$ cat config.mk
export PLATFORM = sky130hd
export DESIGN_NAME = phy_tst_seq
export DESIGN_NICKNAME = d
export VERILOG_FILES = /design/src/rtl/phy_tst_pkg.sv /design/src/rtl/phy_tst_hold_timer.sv /design/src/rtl/phy_tst_regmap.sv /design/src/rtl/phy_tst_seq.sv
export SDC_FILE = /design/constraint.sdc
export NUM_CORES = 1
export LEC_CHECK = 0
export ABC_AREA = 0
export BUFFER_PORTS_ARGS = -buffer_cell sky130_fd_sc_hd__buf_2
export CAP_MARGIN = 20
export CORE_ASPECT_RATIO = 1.25
export CORE_MARGIN = 2
export CORE_UTILIZATION = 25
export DETAILED_ROUTE_END_ITERATION = 8
export HOLD_SLACK_MARGIN = 0.15
export PLACE_DENSITY = 0.45
export SLEW_MARGIN = 0
export SYNTH_ARGS = -nofsm -noshare
export SYNTH_HDL_FRONTEND = slang
export SYNTH_HIERARCHICAL = 1
export SYNTH_SLANG_ARGS = --single-unit
$ cat constraint.sdc
create_clock -name clk -period 8.78 [get_ports clk]
set_input_delay 0.878 -clock clk [delete_from_list [all_inputs] [get_ports clk]]
set_output_delay 0.878 -clock clk [all_outputs]
set_load 0.02 [all_outputs]
$ cat src/rtl/phy_tst_pkg.sv
package phy_tst_pkg;
    typedef enum logic [2:0] {
        ST_IDLE, ST_CLR_HI, ST_CLR_LO, ST_A_SET, ST_A_HI, ST_D_SET, ST_D_HI, ST_END
    } seq_st_t;

    typedef enum logic [1:0] { G_CLK, G_DATA, G_CFG } grp_t;

    localparam logic [7:0] CLK_BASE    = 8'h10;
    localparam logic [7:0] DATA_BASE   = 8'h20;
    localparam int         LANE_STRIDE = 16;
    localparam logic [7:0] CFG_FIRST   = 8'h60;
    localparam logic [7:0] PLL_BASE    = 8'h62;
    localparam int         CLK_REGS    = 5;
    localparam int         DATA_REGS   = 7;
    localparam int         CFG_REGS    = 6;
endpackage

$ cat src/rtl/phy_tst_hold_timer.sv
module phy_tst_hold_timer #(
    parameter int W = 8
) (
    input  logic         clk,
    input  logic         rst_n,
    input  logic         restart,
    input  logic [W-1:0] len,
    output logic         expired
);
    logic [W-1:0] cnt_d, cnt_q;

    always_comb begin
        if (restart)
            cnt_d = len - 1'b1;
        else if (cnt_q != '0)
            cnt_d = cnt_q - 1'b1;
        else
            cnt_d = cnt_q;
    end

    always_ff @(posedge clk or negedge rst_n) begin
        if (!rst_n) cnt_q <= '0;
        else        cnt_q <= cnt_d;
    end

    assign expired = (cnt_q == '0);
endmodule

$ cat src/rtl/phy_tst_regmap.sv
module phy_tst_regmap
    import phy_tst_pkg::*;
#(
    parameter int LANE_W = 2
) (
    input  grp_t              grp,
    input  logic [LANE_W-1:0] lane,
    input  logic [2:0]        item,
    input  logic [39:0]       clk_lane_vals,
    input  logic [55:0]       data_lane_vals,
    input  logic [7:0]        hstx_sel,
    input  logic              pll_div5f,
    input  logic              pll_div1f,
    input  logic [2:0]        pll_fbd_2p,
    input  logic              pll_enbwt,
    input  logic [7:0]        pll_fbd_p,
    input  logic [7:0]        pll_fbd_s,
    input  logic [7:0]        pll_pre,
    input  logic              pll_vco_sel,
    input  logic [1:0]        pll_lpf_rs,
    input  logic [1:0]        pll_lpf_cs,
    output logic [7:0]        addr,
    output logic [7:0]        val
);
    logic [7:0] pll_i_byte, pll_v_byte;
    logic [7:0] clk_byte [CLK_REGS];
    logic [7:0] data_byte [DATA_REGS];

    // packed PLL bytes
    assign pll_i_byte = {2'b00, pll_div5f, pll_div1f, pll_fbd_2p, pll_enbwt};
    assign pll_v_byte = {3'b101, pll_vco_sel, pll_lpf_rs, pll_lpf_cs};

    for (genvar k = 0; k < CLK_REGS; k++) begin : g_clk_bytes
        assign clk_byte[k] = clk_lane_vals[k*8 +: 8];
    end
    for (genvar k = 0; k < DATA_REGS; k++) begin : g_data_bytes
        assign data_byte[k] = data_lane_vals[k*8 +: 8];
    end

    always_comb begin
        addr = '0;
        val  = '0;
        unique case (grp)
            G_CLK: begin
                addr = CLK_BASE + 8'(item);
                val  = (int'(item) < CLK_REGS) ? clk_byte[item] : 8'h00;
            end
            G_DATA: begin
                addr = DATA_BASE + 8'(int'(lane) * LANE_STRIDE) + 8'(item);
                val  = (int'(item) < DATA_REGS) ? data_byte[item] : 8'h00;
            end
            G_CFG: begin
                addr = (item == 3'd0) ? CFG_FIRST : PLL_BASE + 8'(item);
                case (item)
                    3'd0:    val = hstx_sel;
                    3'd1:    val = pll_i_byte;
                    3'd2:    val = pll_fbd_p;
                    3'd3:    val = pll_fbd_s;
                    3'd4:    val = pll_pre;
                    default: val = pll_v_byte;
                endcase
            end
            default: ;
        endcase
    end
endmodule

$ cat src/rtl/phy_tst_seq.sv
module phy_tst_seq
    import phy_tst_pkg::*;
#(
    parameter int MAX_LANES = 4,
    parameter int HOLD_W    = 8,
    localparam int LANE_W   = (MAX_LANES > 1) ? $clog2(MAX_LANES) : 1,
    localparam int LCNT_W   = $clog2(MAX_LANES + 1)
) (
    input  logic              clk,
    input  logic              rst_n,
    input  logic              start,
    input  logic [LCNT_W-1:0] lane_cnt,
    input  logic [HOLD_W-1:0] hold_cycles,
    input  logic [39:0]       clk_lane_vals,
    input  logic [55:0]       data_lane_vals,
    input  logic [7:0]        hstx_sel,
    input  logic              pll_div5f,
    input  logic              pll_div1f,
    input  logic [2:0]        pll_fbd_2p,
    input  logic              pll_enbwt,
    input  logic [7:0]        pll_fbd_p,
    input  logic [7:0]        pll_fbd_s,
    input  logic [7:0]        pll_pre,
    input  logic              pll_vco_sel,
    input  logic [1:0]        pll_lpf_rs,
    input  logic [1:0]        pll_lpf_cs,
    output logic              tst_clr,
    output logic              tst_clk,
    output logic              tst_en,
    output logic [7:0]        tst_data,
    output logic              busy,
    output logic              done
);
    typedef struct packed {
        seq_st_t           st;
        grp_t              grp;
        logic [LANE_W-1:0] lane;
        logic [2:0]        item;
        logic [LCNT_W-1:0] lanes;
        logic [HOLD_W-1:0] hold;
        logic              done;
    } seq_t;

    seq_t s_d, s_q;
    logic tick, restart, last_write;
    logic [7:0] reg_addr, reg_val;
    logic [LCNT_W-1:0] lanes_eff;
    logic [HOLD_W-1:0] hold_eff;

    // lane count clamp; R9: hold of zero acts as one
    assign lanes_eff = (lane_cnt == '0) ? LCNT_W'(1) :
                       (int'(lane_cnt) > MAX_LANES) ? LCNT_W'(MAX_LANES) : lane_cnt;
    assign hold_eff  = (hold_cycles == '0) ? HOLD_W'(1) : hold_cycles;

    assign last_write = (s_q.grp == G_CFG) && (int'(s_q.item) == CFG_REGS - 1);

    always_comb begin
        s_d      = s_q;
        s_d.done = 1'b0;
        unique case (s_q.st)
            ST_IDLE: if (start) begin
                s_d.st    = ST_CLR_HI;
                s_d.lanes = lanes_eff;
                s_d.hold  = hold_eff;
                s_d.grp   = G_CLK;
                s_d.lane  = '0;
                s_d.item  = '0;
            end
            ST_CLR_HI: if (tick) s_d.st = ST_CLR_LO;
            ST_CLR_LO: if (tick) s_d.st = ST_A_SET;
            ST_A_SET:  if (tick) s_d.st = ST_A_HI;
            ST_A_HI:   if (tick) s_d.st = ST_D_SET;
            ST_D_SET:  if (tick) s_d.st = ST_D_HI;
            ST_D_HI: if (tick) begin
                if (last_write) begin
                    s_d.st = ST_END;
                end else begin
                    s_d.st = ST_A_SET;
                    unique case (s_q.grp)
                        G_CLK: if (int'(s_q.item) == CLK_REGS - 1) begin
                            s_d.grp  = G_DATA;
                            s_d.item = '0;
                        end else s_d.item = s_q.item + 1'b1;
                        G_DATA: if (int'(s_q.item) == DATA_REGS - 1) begin
                            s_d.item = '0;
                            if (LCNT_W'(s_q.lane) == s_q.lanes - 1'b1) s_d.grp = G_CFG;
                            else s_d.lane = s_q.lane + 1'b1;
                        end else s_d.item = s_q.item + 1'b1;
                        default: s_d.item = s_q.item + 1'b1;
                    endcase
                end
            end
            ST_END: if (tick) begin
                s_d.st   = ST_IDLE;
                s_d.done = 1'b1;
            end
            default: s_d.st = ST_IDLE;
        endcase
    end

    always_ff @(posedge clk or negedge rst_n) begin
        if (!rst_n) begin
            s_q       <= '0;
            s_q.st    <= ST_IDLE;
            s_q.grp   <= G_CLK;
            s_q.lanes <= LCNT_W'(1);
            s_q.hold  <= HOLD_W'(1);
        end else begin
            s_q <= s_d;
        end
    end

    assign restart = (s_d.st != s_q.st);

    phy_tst_hold_timer #(.W(HOLD_W)) i_timer (
        .clk     (clk),
        .rst_n   (rst_n),
        .restart (restart),
        .len     (s_d.hold),
        .expired (tick)
    );

    phy_tst_regmap #(.LANE_W(LANE_W)) i_regmap (
        .grp            (s_q.grp),
        .lane           (s_q.lane),
        .item           (s_q.item),
        .clk_lane_vals  (clk_lane_vals),
        .data_lane_vals (data_lane_vals),
        .hstx_sel       (hstx_sel),
        .pll_div5f      (pll_div5f),
        .pll_div1f      (pll_div1f),
        .pll_fbd_2p     (pll_fbd_2p),
        .pll_enbwt      (pll_enbwt),
        .pll_fbd_p      (pll_fbd_p),
        .pll_fbd_s      (pll_fbd_s),
        .pll_pre        (pll_pre),
        .pll_vco_sel    (pll_vco_sel),
        .pll_lpf_rs     (pll_lpf_rs),
        .pll_lpf_cs     (pll_lpf_cs),
        .addr           (reg_addr),
        .val            (reg_val)
    );

    always_comb begin
        tst_clr  = (s_q.st == ST_CLR_HI);
        tst_clk  = (s_q.st == ST_A_HI) || (s_q.st == ST_D_HI);
        tst_en   = (s_q.st == ST_A_SET) || (s_q.st == ST_A_HI);
        tst_data = tst_en ? reg_addr :
                   ((s_q.st == ST_D_SET) || (s_q.st == ST_D_HI)) ? reg_val : 8'h00;
    end

    assign busy = (s_q.st != ST_IDLE);
    assign done = s_q.done;


    clr_iso_chk: assert property (@(posedge clk) disable iff (!rst_n)
        tst_clr |-> (!tst_clk && !tst_en));

    strobe_stable_chk: assert property (@(posedge clk) disable iff (!rst_n)
        (tst_clk && $past(tst_clk)) |-> ($stable(tst_data) && $stable(tst_en)));

    lane_range_chk: assert property (@(posedge clk) disable iff (!rst_n)
        busy |-> (s_q.lanes != '0 && int'(s_q.lanes) <= MAX_LANES
                  && LCNT_W'(s_q.lane) < s_q.lanes));

    done_pulse_chk: assert property (@(posedge clk) disable iff (!rst_n)
        done |=> !done);

    done_idle_chk: assert property (@(posedge clk) disable iff (!rst_n)
        done |-> !busy);

    start_ignored_chk: assert property (@(posedge clk) disable iff (!rst_n)
        (busy && start && s_q.st != ST_END) |=> busy);
endmodule

---- Yosys cells after proc, flatten, opt, wreduce, memory -nomap -nowiden ----
Index checks and enable logic that the tools add are counted.
Widths: inputs -> output; s select.
storage, ports and cells
  register bits ........................... 30
  latch bits .............................. 0
  bits in writable memories ............... 0
  ROM bits ................................ 0
  input bits .............................. 153
  memories kept ........................... 0
cells by class
  add/subtract/negate cells ............... 9
  multipliers ............................. 0
  divide/modulo/power cells ............... 0
  $lt $le $gt $ge ......................... 4
  eq/ne operators ......................... 28
  shift operators ......................... 0
  mux-type cells .......................... 43
  bitwise gates (word level) .............. 1
  reductions and logical operators ........ 18
operators by type and width
  cell                 count
  $mux 8               13
  $bmux 8 s3           2
  $pmux 8 s3           2
  $pmux 8 s5           1
  $mux 3               11
  $pmux 3 s8           1
  $eq 3x3->1 const B   7
  $mux 21              1
  $logic_not 8->1      2
  $sub 8x1->8 const B  2
  $eq 3x2->1 const B   5
  $pmux 7 s2           1
  $mux 10              1
  $logic_not 3->1      3
  $ne 3x3->1 const B   3
  $add 7x3->8 const A  1
  $add 8x3->8          1
  $mux 2               4
  $ne 2x2->1 const B   4
  $reduce_and 8->1     1
  $reduce_bool 8->1    1
  $add 6x6->7 const A  1
  $mux 7               1
  $reduce_and 7->1     1
  other kinds (26)     33

---- Depth between registers and ports, before layout ----
  depth after elaboration ................. 10
  depth in mapped cells ................... 12

---- Cells and area by module ----
Netlist, hierarchy kept.
by module, submodules not included
  module              instances  cells an instance  area each (um^2)  seq. area each (um^2)
  phy_tst_seq         1          150                1477.7            553.0
  phy_tst_regmap      1          186                1393.8            0.0
  phy_tst_hold_timer  1          60                 601.8             200.2

---- Least setup slack after synthesis ----
No wires, ideal clock.
  path type ............................... reg2out
  start point ............................. register s_q[13] in the netlist's numbering
  end point ............................... output port tst_data[6]
  arrival time ............................ 2.559 ns
  data required time ...................... 7.902 ns
  setup slack ............................. 5.343 ns
  stages on the path, launching flop included .. 10
  cells stage by stage .................... dfrtp_1 buf_4 clkinv_1 ha_1 a2111oi_2 inv_1 a21o_1 o211ai_1 mux2i_1 o21ai_0
between the ends
  cells in the longest elaborated chain, start to end .. 8
  elaborated cells between the ends (all ways) .. 24
  classes of those cells .................. add/sub: 2; order compare: 2; eq/ne: 4; mux: 14; bitwise: 1; reduce/logical: 1
ends and longest elaborated chain
  element                                        line                                        text
  start, declared                                phy_tst_seq.sv:44                           seq_t s_d, s_q;
  $not 3->4 (not written as such)                phy_tst_regmap.sv:46, phy_tst_regmap.sv:50
  $bmux 8 s3, on equally long branches           phy_tst_regmap.sv:50, phy_tst_regmap.sv:46
  $mux 8, on equally long branches (3 in a row)  phy_tst_regmap.sv:50, phy_tst_regmap.sv:46
  $pmux 8 s3 *                                   phy_tst_regmap.sv:43                        unique case (grp)
  via reg_val[6]                                 phy_tst_seq.sv:46                           logic [7:0] reg_addr, reg_val;
  $mux 8 *                                       phy_tst_seq.sv:149                          ((s_q.st == ST_D_SET) || (s_q.st == ST_D_HI)) ? reg_val : 8'h00;
  $mux 8 *                                       phy_tst_seq.sv:148                          tst_data = tst_en ? reg_addr :
  end, declared                                  phy_tst_seq.sv:30                           output logic [7:0] tst_data,
Mark *: on every way through the listed nets, which the timed path passes. The rest lies on a longest branch. The select of a mux whose other input is x is not followed.

---- Final worst setup path ----
Ends and elaborated chain as after synthesis.

==> results_dict.tcl <==
set metrics [dict create \
    status "finished, final reports clean" \
    worst_pin_slew_ns 0.922 \
    required_ns 7.90 \
    fp.dieArea_sq_um 14900 \
    layout_commonest_cell "buf_2" \
    clkSinkCount 30 \
    synth.avg_cell_area_sq_um 8.77 \
    fill_cells 1492 \
    h-tree-depth 2 \
    synth_top_area_share 0.202 \
    finalSetupViolations 0 \
    coreArea_sq_um 13700 \
    yosysWarnings 6 \
    place.gp.congestion 0.795 \
    post-route-cell-area_sq_um 4560 \
    crit_buf_inv 3 \
    fin_util 0.333 \
    antenna_found_initial 1 \
    die_h_um 136 \
    ff_latch_area_sq_um 756 \
    chipWidth_um 109 \
    path_cells "buf_4 > ha_1 > a2111oi_2 > inv_1 > a21o_1 > o211ai_1 > mux2i_1 > o21ai_0 > buf_2" \
    initial_utilization 0.254 \
    gr-total-overflow 0 \
    grt_pass1_wl_um 19100 \
    multi_input_area_sq_um 2460 \
    synthesis.nets 557 \
    grt.met1_usage 0.185 \
    synthTopCellsByArea "dfrtp_1 20%, mux2i_1 8.6%, mux4_2 6.5%, mux2_2 5.2%, a21oi_1 4.8%" \
    synth_area_sq_um 3470 \
    hold_viol 0 \
    fin_cells 718 \
    finalNetCount 702 \
    endpoint_kind "output pin" \
    clkLatencyLatePin_ns 0.28 \
    vias_per_cell 5.24 \
    routed_wirelength_um 12800 \
    tns_ns 0 \
    grt_max_degree 52 \
    dp_hpwl_um 9750 \
    cp.arrival_ns 3.18 \
    cts_resized 0 \
    rows 48 \
    finalPower_w 0.00140 \
    cts_max_path_buffers 2 \
    track_usage 0.164 \
    max_stage_delay_ns 0.84 \
    drive_above_1_share 0.411 \
    ys_async_sr_fraction 1.00 \
    min_period_over_period 0.462 \
    io_pins 166 \
    rsz0062_at_grt "no" \
    period_needed_ns 4.06 \
    ys_ff_latch 30 \
    numCtsBuffers 5 \
    vias 3760 \
    hold_path.class "register to register" \
    ant_nets 0 \
    use_met2 0.309 \
    power.leakage_nw 2.04 \
    placed_cells 709 \
    slowest_stage "a2111oi_2" \
    netlist_instances 396 \
    drt-initial-drc-count 254 \
    power_density_nw_per_um2 306 \
    grt_pass1_vias 3646 \
    drc 0 \
    path_class "register to output pin" \
    grtUsageMet3 0.0255 \
    busiest_layer "met2" \
    fin_worst_skew_ns 0.00568 \
    synth-seq-area-share 0.217 \
    maxCapViolations 0 \
    portBuffers 165 \
    wl_per_cell_um 17.8 \
    slew_headroom 0.384 \
    syn_to_final_growth_pct 31.4 \
    ir_drop_mv 0.115 \
    post_cts_buffers 0 \
    critPathTopFamily "compound AO/OA/AOI/OAI gates" \
    max_freq_mhz 246 \
    cp_max_fo 51 \
    synth_top_area_cell "dfrtp_1" \
    synth-edff-count 0 \
    cts_tree "yes" \
    dpl_cell_area_sq_um 4360 \
    clockRootBuffer "clkbuf_16" \
    final_cell_mix "165 x buf_2, 33 x a21oi_1, 33 x o21ai_0, 30 x mux2i_1, 26 x dfrtp_1" \
    cts_hold_buf 0 \
    start_kind "register" \
    yosysUniqueCellTypes 68 \
    synth_ff_type "dfrtp_1" \
    finalMaxSlewViolations 0 \
    drt-pass1-iter-count 4 \
    clk_pin_slew_ns 0.06 \
]
[flip-flops by register name, summed over array words and instances (netlist names)]
name           count
s_q               21
done               1
i_timer/cnt_q      8
[per-layer routing]
layer,vias up,part of all wire
li1,1797,-
met1,1792,0.39
met2,154,0.51
met3,17,0.084
met4,0,0.023
met5,-,0
[stage by stage]
| step | hold slack [ns] | setup WS, ns |
|---|---|---|
| floorplan | 0.484 | 5.34 |
| global placement | 0.509 | 5.07 |
| detailed placement | 0.514 | 4.95 |
| CTS | 0.525 | 4.64 |
| global route | 0.543 | 4.42 |
| finish | 0.523 | 4.72 |
[final cells by class]
cell class	instances	share of cell area
multi-input combinational	318	0.538
clock buffer	6	0.0304
inverter	14	0.0115
clock inverter	2	0.0132
sequential	30	0.166
tap	175	0.0480
antenna	1	0.000548
timing repair buffer	172	0.192
[power by group]
group          leakage, nW  internal (W)  switching [W]
Combinational         1.57      0.000381       0.000503
Clock               0.0971      0.000170      0.0000641
Sequential           0.366      0.000202      0.0000760
Total                 2.04      0.000754       0.000643
[worst reg2reg max path: stages, from the launching register on]
cell and delay (ns):
dfrtp_1 0.70, nor4b_4 0.56, buf_4 0.30, a21o_1 0.51, mux2i_1 0.30, ha_1 0.27
o21ai_0 0.19, xnor2_1 0.17, a22o_1 0.22
[Yosys cell counts, drive strengths merged, types with 5 or more instances]
library cell / n
inv: 12
nor2: 20
nor2b: 11
a211o: 5
mux4: 11
nand3: 8
dfrtp: 28
ha: 8
nand2: 23
o211ai: 12
mux2: 16
xnor2: 7
o21ai: 38
a21oi: 34
buf: 27
o22ai: 7
nor3: 6
mux2i: 30
clkbuf: 7
a22o: 9
[cell families (layout without fill, tap and decap cells)]
kind of cell | Yosys count | count (layout) | synth area share
AOI/OAI and AO/OA | 142 | 142 | 0.271
adders and majority gates | 8 | 8 | 0.0288
DFF | 30 | 30 | 0.217
buffers and inverters | 48 | 194 | 0.0756
xor gates and xnor gates | 11 | 11 | 0.0277
other | 1 | 2 | 0.00108
and+or+nand+nor | 99 | 99 | 0.168
muxes | 57 | 57 | 0.211
[worst paths after layout]
kind | slack (ns) | end | cells after the start | from
worst max-delay path | 4.72 | tst_data[6] | 9 | s_q[13]
worst min-delay path | 0.52 | s_q[8] | 1 | s_q[8]
worst max register to register | 5.46 | i_timer/cnt_q[4] | 8 | s_q[19]
worst min register to register | 0.52 | s_q[8] | 1 | s_q[8]
max in group asynchronous | 7.60 | s_q[13] | 1 | rst_n
min in group asynchronous | 0.66 | s_q[6] | 1 | rst_n
No activity file was read; power rests on OpenSTA's default activity.
